==> src/rtl/cic_pkg.sv <==
package cic_pkg;
  // Strobes from the control unit to the datapath
  typedef struct packed {
    logic sampleEn;   // accept the current input bit
    logic dumpEn;     // decimation instant: run the differencing stages
    logic settling;   // the word being dumped is one of the first ORDER
  } cic_strobe_t;
endpackage

==> src/rtl/cic_ctrl.sv <==
module cic_ctrl
  import cic_pkg::*;
#(
  parameter int DECIM = 8,
  parameter int ORDER = 3
) (
  input  logic        clk,
  input  logic        rst,
  input  logic        inValid,
  output cic_strobe_t strobes,
  output logic        outValid,
  output logic        outSettling
);
  localparam int CNT_W = $clog2(DECIM);
  localparam int SET_W = $clog2(ORDER + 1);
  localparam logic [CNT_W-1:0] LAST = CNT_W'(DECIM - 1);

  logic [CNT_W-1:0] sampleCnt;
  logic [SET_W-1:0] dumpCnt;

  always_comb begin
    strobes.sampleEn = inValid;
    strobes.dumpEn   = inValid && (sampleCnt == LAST);
    strobes.settling = (dumpCnt < SET_W'(ORDER));
  end

  always_ff @(posedge clk) begin
    if (rst) begin
      sampleCnt   <= '0;
      dumpCnt     <= '0;
      outValid    <= 1'b0;
      outSettling <= 1'b0;
    end else begin
      outValid    <= strobes.dumpEn;
      outSettling <= strobes.dumpEn && strobes.settling;
      if (strobes.dumpEn) sampleCnt <= '0;
      else if (inValid)   sampleCnt <= sampleCnt + 1'b1;
      if (strobes.dumpEn && strobes.settling) dumpCnt <= dumpCnt + 1'b1;
    end
  end

  // a word strobe lasts one cycle and always follows an accepted sample
  assert_single_strobe_R3: assert property (@(posedge clk) disable iff (rst)
    outValid |=> !outValid);
  assert_strobe_cause_R3: assert property (@(posedge clk) disable iff (rst)
    $rose(outValid) |-> $past(inValid));
  // idle cycles do not advance the count
  assert_idle_hold_R4: assert property (@(posedge clk) disable iff (rst)
    !inValid |=> $stable(sampleCnt));
  // settling is only flagged on a word, and once cleared it stays cleared
  assert_settle_with_word_R7: assert property (@(posedge clk) disable iff (rst)
    outSettling |-> outValid);
  assert_settle_done_R7: assert property (@(posedge clk) disable iff (rst)
    !strobes.settling |=> !strobes.settling);
  // reset leaves the output strobes low
  assert_reset_quiet_R1: assert property (@(posedge clk)
    rst |=> (!outValid && !outSettling));
endmodule

==> src/rtl/cic_datapath.sv <==
module cic_datapath
  import cic_pkg::*;
#(
  parameter int DECIM = 8,
  parameter int ORDER = 3
) (
  input  logic                                 clk,
  input  logic                                 rst,
  input  cic_strobe_t                          strobes,
  input  logic                                 inBit,
  output logic [ORDER*$clog2(DECIM)+1:0]       dataOut
);
  localparam int SHIFT = $clog2(DECIM);
  localparam int ACC_W = ORDER * SHIFT + 2;
  localparam logic signed [ACC_W-1:0] PEAK = ACC_W'(1) << (ORDER * SHIFT);

  logic signed [ACC_W-1:0] inWord;
  logic signed [ACC_W-1:0] integ [ORDER];
  logic signed [ACC_W-1:0] dly   [ORDER];
  logic signed [ACC_W-1:0] comb  [ORDER+1];

  // 1 -> +1, 0 -> -1 in two's complement
  assign inWord = {{(ACC_W-1){~inBit}}, 1'b1};

  // Accumulators: each stage adds the previous stage's registered value
  for (genvar k = 0; k < ORDER; k++) begin : g_integ
    always_ff @(posedge clk) begin
      if (rst)                   integ[k] <= '0;
      else if (strobes.sampleEn) integ[k] <= integ[k] + ((k == 0) ? inWord : integ[(k == 0) ? 0 : k-1]);
    end
  end

  // Differencing stages: combinational chain sampled at the decimation instant
  assign comb[0] = integ[ORDER-1];
  for (genvar k = 0; k < ORDER; k++) begin : g_comb
    assign comb[k+1] = comb[k] - dly[k];
    always_ff @(posedge clk) begin
      if (rst)                 dly[k] <= '0;
      else if (strobes.dumpEn) dly[k] <= comb[k];
    end
  end

  always_ff @(posedge clk) begin
    if (rst)                 dataOut <= '0;
    else if (strobes.dumpEn) dataOut <= comb[ORDER];
  end

  // every word lies within +/- DECIM^ORDER
  assert_word_range_R6: assert property (@(posedge clk) disable iff (rst)
    strobes.dumpEn |=> ($signed(dataOut) <= PEAK && $signed(dataOut) >= -PEAK));
  // accumulators hold on idle cycles
  assert_integ_hold_R4: assert property (@(posedge clk) disable iff (rst)
    !strobes.sampleEn |=> $stable(integ[0]));
  // reset clears the output word
  assert_reset_word_R1: assert property (@(posedge clk)
    rst |=> (dataOut == '0));
endmodule

==> src/rtl/cic_decimator.sv <==
module cic_decimator
  import cic_pkg::*;
#(
  parameter int DECIM = 8,
  parameter int ORDER = 3
) (
  input  logic                           clk,
  input  logic                           rst,
  input  logic                           inValid,
  input  logic                           inBit,
  output logic [ORDER*$clog2(DECIM)+1:0] dataOut,
  output logic                           outValid,
  output logic                           outSettling
);
  cic_strobe_t strobes;

  cic_ctrl #(.DECIM(DECIM), .ORDER(ORDER)) u_ctrl (
    .clk        (clk),
    .rst        (rst),
    .inValid    (inValid),
    .strobes    (strobes),
    .outValid   (outValid),
    .outSettling(outSettling)
  );

  cic_datapath #(.DECIM(DECIM), .ORDER(ORDER)) u_dp (
    .clk    (clk),
    .rst    (rst),
    .strobes(strobes),
    .inBit  (inBit),
    .dataOut(dataOut)
  );
endmodule

==> config.mk <==
export PLATFORM = sky130hd
export DESIGN_NAME = cic_decimator
export DESIGN_NICKNAME = d
export VERILOG_FILES = /design/src/rtl/cic_pkg.sv /design/src/rtl/cic_ctrl.sv /design/src/rtl/cic_datapath.sv /design/src/rtl/cic_decimator.sv
export SDC_FILE = /design/constraint.sdc
export NUM_CORES = 1
export LEC_CHECK = 0
export ABC_CLOCK_PERIOD_IN_PS = 7320
export BUFFER_PORTS_ARGS = -buffer_cell sky130_fd_sc_hd__buf_2
export CAP_MARGIN = 25
export CORE_MARGIN = 2
export CORE_UTILIZATION = 55
export DETAILED_ROUTE_END_ITERATION = 12
export GPL_TIMING_DRIVEN = 0
export HOLD_SLACK_MARGIN = 0.12
export PLACE_DENSITY = 0.72
export SETUP_SLACK_MARGIN = 0.02
export SLEW_MARGIN = 20
export SYNTH_ARGS = -nofsm -noshare
export SYNTH_HDL_FRONTEND = slang
export SYNTH_SLANG_ARGS = --single-unit
==> constraint.sdc <==
create_clock -name clk -period 7.32 [get_ports clk]
set_clock_uncertainty 0.1 [all_clocks]
set_input_delay 0.732 -clock clk [delete_from_list [all_inputs] [get_ports clk]]
set_output_delay 0.732 -clock clk [all_outputs]
set_load 0.005 [all_outputs]
# Yosys cells after proc, flatten, opt, wreduce, memory -nomap -nowiden
# Memory sizes are Yosys's and may differ from the RTL's.
# Index checks and enable logic that the tools add are counted.
# word_totals
mem_count,2
mem_bits_rw,66
register_bits,18
# op_classes
muxes,14
n_bitwise,7
reduce_logical,3
eq_ne,1
order_cmp,1
add_sub_neg,8
# mem_list
memory,words,width,read_ports,rd_clocked_by_memory_dff,wr,line_no,source
u_dp.dly,3,11,3,0,3,cic_datapath.sv:19,logic signed [ACC_W-1:0] dly [ORDER];
u_dp.integ,3,11,3,0,3,cic_datapath.sv:18,logic signed [ACC_W-1:0] integ [ORDER];
# op_table
op,count
11-bit two-way mux,6
11-bit subtractor,3
11-bit adder,2
11-bit by 2-bit adder with 11-bit output,1
1-bit two-way mux,8
1-bit OR,6
3-bit by 1-bit adder with 3-bit output (second input constant),1
3-bit equality test (second input constant),1
2-bit by 1-bit adder with 2-bit output (second input constant),1
1-bit logical AND,2
2-bit < comparator (second input constant),1
2-bit OR reduction,1
1-bit inverter,1

# Depth between registers and ports, before layout
# logic_depth
depth_word,6
mapped_depth,22

# Hierarchy
# From an unflattened synthesis, not the netlist that was laid out.
# hier_totals
hier_cells,592
hier_area_um2,5729.2
# modules_own_cells
module,instances,cells_each,seq_area_each_um2,area_per_inst_um2
cic_datapath,1,559,2202.1,5406.4
cic_ctrl,1,33,140.1,322.8

# Worst setup path before layout
# Ideal clock, no wire load.
# synth_path
path_type,register -> register
from,memory u_dp.integ[2][0] (netlist bit)
to,register u_dp.dataOut[10]
setup_time_ps,117
arrival_ps,4096
slack_ps,3007
t_required_ps,7103
n_path_buf,0
path_stages_with_launch,22
cell_sequence,edfxtp_1 -> inv_1 -> ha_1 -> fa_1 -> nand2b_1 -> a21oi_1 -> o21ai_1 -> a21boi_1 -> nor2_1 -> ha_1 -> o21a_1 -> nor2_1 -> a2111oi_0 -> o21ai_1 -> a21oi_1 -> nor2_1 -> ha_1 -> and3_1 -> a221oi_1 -> xnor2_1 -> xnor3_1 -> a22o_1
# synth_rtl
element,line_no,source
from (decl),cic_datapath.sv:18,
to (signal assigned),cic_datapath.sv:45,else if (strobes.dumpEn) dataOut <= comb[ORDER];
to (decl),cic_datapath.sv:11,output logic [ORDER*$clog2(DECIM)+1:0] dataOut

==> results.yml <==
power:
  ir_drop_uv: 122
  power_density_nw_per_um2: 251
  p_leak_nw: 2.71
  totalPowerFinal_w: 0.00152
clocking:
  clk_pin_slew_ns: 0.08
  cts_tree: "done"
  numCtsBuffers: 9
  cts_max_path_buffers: 2
  cts_setup_buffers: 0
  cts_root_buffer: "clkbuf_8"
  cts_sinks: 84
  clk_latency_ns: 0.37
  postCtsHoldBufs: 0
  cts_max_level: 3
  cts-resized-gates: 0
logic_synthesis:
  synth_simple_gate_area_share: 0.164
  synth.area.mux_share: 0.0107
  syn_nets: 643
  syn_area_per_cell_um2: 9.83
  async_flop_share: 0
  seq_area_frac_synth: 0.417
  ys.flop_type: "edfxtp_1"
  synth-xor-area-share: 0.0600
  synth_top_family_by_area: "simple AND/OR/NAND/NOR gates"
  synth_fa_ha_area_frac: 0.160
  ys_ff_latch: 84
  syn_area_um2: 5610
  synth_area_leaders: "edfxtp_1 (35%), ha_1 (14%), dfxtp_1 (6.4%)"
  yosys_warnings: 0
  synth_edf_count: 66
  yosys.area.top_type: "edfxtp_1"
  synth_compound_area_frac: 0.136
  yosysUniqueCellTypes: 51
  synth_top_area_frac: 0.353
  postSynthCellCount: 571
placed_design:
  gp_congestion: 0.905
  port_buffers: 15
  place_ws_ns: 2.39
  dp_hpwl_um: 7980
  dpl.cell_count: 719
setup_path:
  path_cells: "inv_1 > ha_1 > fa_1 > nand2b_1 > a21oi_1 > o21ai_1 > a21boi_1 > nor2_1 > ha_1 > o21a_1 > nor2_1 > a2111oi_0 > o21ai_1 > a21oi_1 > nor2_1 > ha_1 > and3_1 > a221oi_1 > xnor2_1 > xnor3_1 > a22o_1"
  endpoint_kind: "flop"
  critical_path_class: "reg -> reg"
  cpMaxStageDelayCell: "a2111oi_0"
  crit_required_ns: 7.48
  critPathMaxStageDelay_ns: 0.49
  worstPathArrival_ns: 5.14
  start_kind: "flop"
  critPathMaxFanout: 5
  cp_top_family: "compound AO/OA/AOI/OAI gates"
  path_buf_inv: 1
sta:
  hold_violations: 0
  tightest_slew_ns: 0.826
  period_share: 0.681
  period_needed_ns: 4.98
  fin_setup_tns_ns: 0
  slew_violations: 0
  rsz0062_at_grt: "false"
  setup_viol: 0
  fin_ws_ns: 2.34
  max_slew_margin: 0.450
  fmax_ghz: 0.201
layout:
  drive_gt1_frac: 0.0698
  fin_cells: 735
  syn_to_final_growth_pct: 8.03
  num_antenna_cells: 0
  nNetsFinal: 669
  fin_util: 0.617
  fillers: 854
  layout_commonest_cell: "inv_1"
  final_cell_mix: "inv_1 (67), edfxtp_1 (66), ha_1 (62)"
global_route:
  grt_antenna_before_repair: 0
  globalRouteTotalUtil: 0.205
  grt_max_degree: 37
  grt_pass1_wl_um: 18100
  grt_pass1_vias: 4069
  grt_overflow_total: 0
die:
  core_um2: 9820
  ios: 17
  row_count: 36
  start_util: 0.572
  die_w_um: 105
  die_area_um2: 11000
  die_h_um: 105
detailed_routing:
  wire_per_inst_um: 14.5
  drtIter0Drc: 107
  wl_um: 10600
  drt_first_pass_iters: 4
  vias: 4089
  postRouteAntennaNets: 0
  viasPerCell: 5.56
  drc: 0
min_path:
  hp-class: "reg -> reg"
status:
  status: "finished clean"
flow_run:
  cap_viol_max_count: 0
power by group:
group	switching (W)	total [W]	internal (W)
clock	0.000178	0.000353	0.000175
sequential	0.0000196	0.000566	0.000546
combinational	0.000340	0.000601	0.000261
final timing paths:
check                                 startpoint                            end  slack (ns)  cells after the start
setup / recovery  u_dp.integ[2][0]$_SDFFCE_PN0P_  u_dp.dataOut[10]$_SDFFE_PP0P_        2.34                     21
hold / removal      u_dp.dataOut[3]$_SDFFE_PP0P_   u_dp.dataOut[3]$_SDFFE_PP0P_        0.35                      2
setup reg to reg  u_dp.integ[2][0]$_SDFFCE_PN0P_  u_dp.dataOut[10]$_SDFFE_PP0P_        2.34                     21
hold reg to reg     u_dp.dataOut[3]$_SDFFE_PP0P_   u_dp.dataOut[3]$_SDFFE_PP0P_        0.35                      2
worst register-to-register path, stage by stage, from the launching register on:
cell and delay (ns):
edfxtp_1 0.36, inv_1 0.07, ha_1 0.23, fa_1 0.41, nand2b_1 0.20, a21oi_1 0.20
o21ai_1 0.10, a21boi_1 0.21, nor2_1 0.09, ha_1 0.34, o21a_1 0.14, nor2_1 0.05
a2111oi_0 0.49, o21ai_1 0.13, a21oi_1 0.21, nor2_1 0.07, ha_1 0.33, and3_1 0.17
a221oi_1 0.32, xnor2_1 0.17, xnor3_1 0.27, a22o_1 0.20
area by class of cell:
| type | count | area [um2] | share of cell area |
|---|---|---|---|
| well taps | 133 | 166 | 0.0274 |
| plain buffers | 11 | 41.3 | 0.00681 |
| clock inverters | 2 | 13.8 | 0.00227 |
| inverters | 68 | 255 | 0.0421 |
| clock buffers | 14 | 195 | 0.0322 |
| multi-input cells | 408 | 2970 | 0.491 |
| flip-flops and latches | 84 | 2340 | 0.386 |
| repair buffers | 15 | 75.1 | 0.0124 |
routing by layer:
layer,wire [um],share of wire,GRT usage,up-vias
met2,5660,0.53,0.397,60
li1,-,-,-,2074
met4,180,0.017,0.0724,0
met1,4540,0.43,0.221,1940
met5,0,0,0,-
met3,250,0.024,0.0362,15
per-stage QoR:
stage          instance area [um2]  hold WS, ns
2_1_floorplan                 5610        0.349
3_3_place_gp                  5850        0.329
3_5_place_dp                  5850        0.339
4_1_cts                       6060        0.358
5_1_grt                       6060        0.384
6_report                      6060        0.352
cells in the mapped netlist (2+ instances only):
cell type  count
or4_1          3
o21ai_0       15
fa_1           6
clkbuf_1      11
xnor2_1       23
o21bai_1       3
or2_2          8
nor3_1        15
o41ai_1        3
dfxtp_1       18
a21o_1         8
a2111oi_0      4
mux2i_1        6
o21ai_1       20
a21oi_1       36
nand4_1        2
a211oi_1       5
o22ai_1        2
nand3_1        7
ha_1          62
nand2b_1      15
nand2_1       21
a221oi_1       2
xor2_1        11
a21boi_1       2
and3_1        20
o31ai_1        3
nor3b_1        6
nor2b_1        7
o2111ai_1      2
edfxtp_1      66
a22o_1         2
and2_1        13
nor2_1        50
inv_1         68
or3_1          4
o21a_1         6
nor4_1         3
registers in the layout (all words and copies together), names as in the netlist:
signal / count
u_dp.dly: 33
u_ctrl.dumpCnt: 2
u_ctrl.outValid: 1
u_ctrl.outSettling: 1
u_dp.dataOut: 11
u_dp.integ: 33
u_ctrl.sampleCnt: 3
kinds of logic after synthesis:
| logic type | after synthesis |
|---|---|
| multiplexers | 6 |
| AND/OR/NAND/NOR | 177 |
| flip-flops | 84 |
| buffers and inverters | 79 |
| AO/OA/AOI/OAI | 121 |
| XOR/XNOR | 36 |
| adder cells (fa/ha/maj) | 68 |
Power figures use the tool's default switching activity.
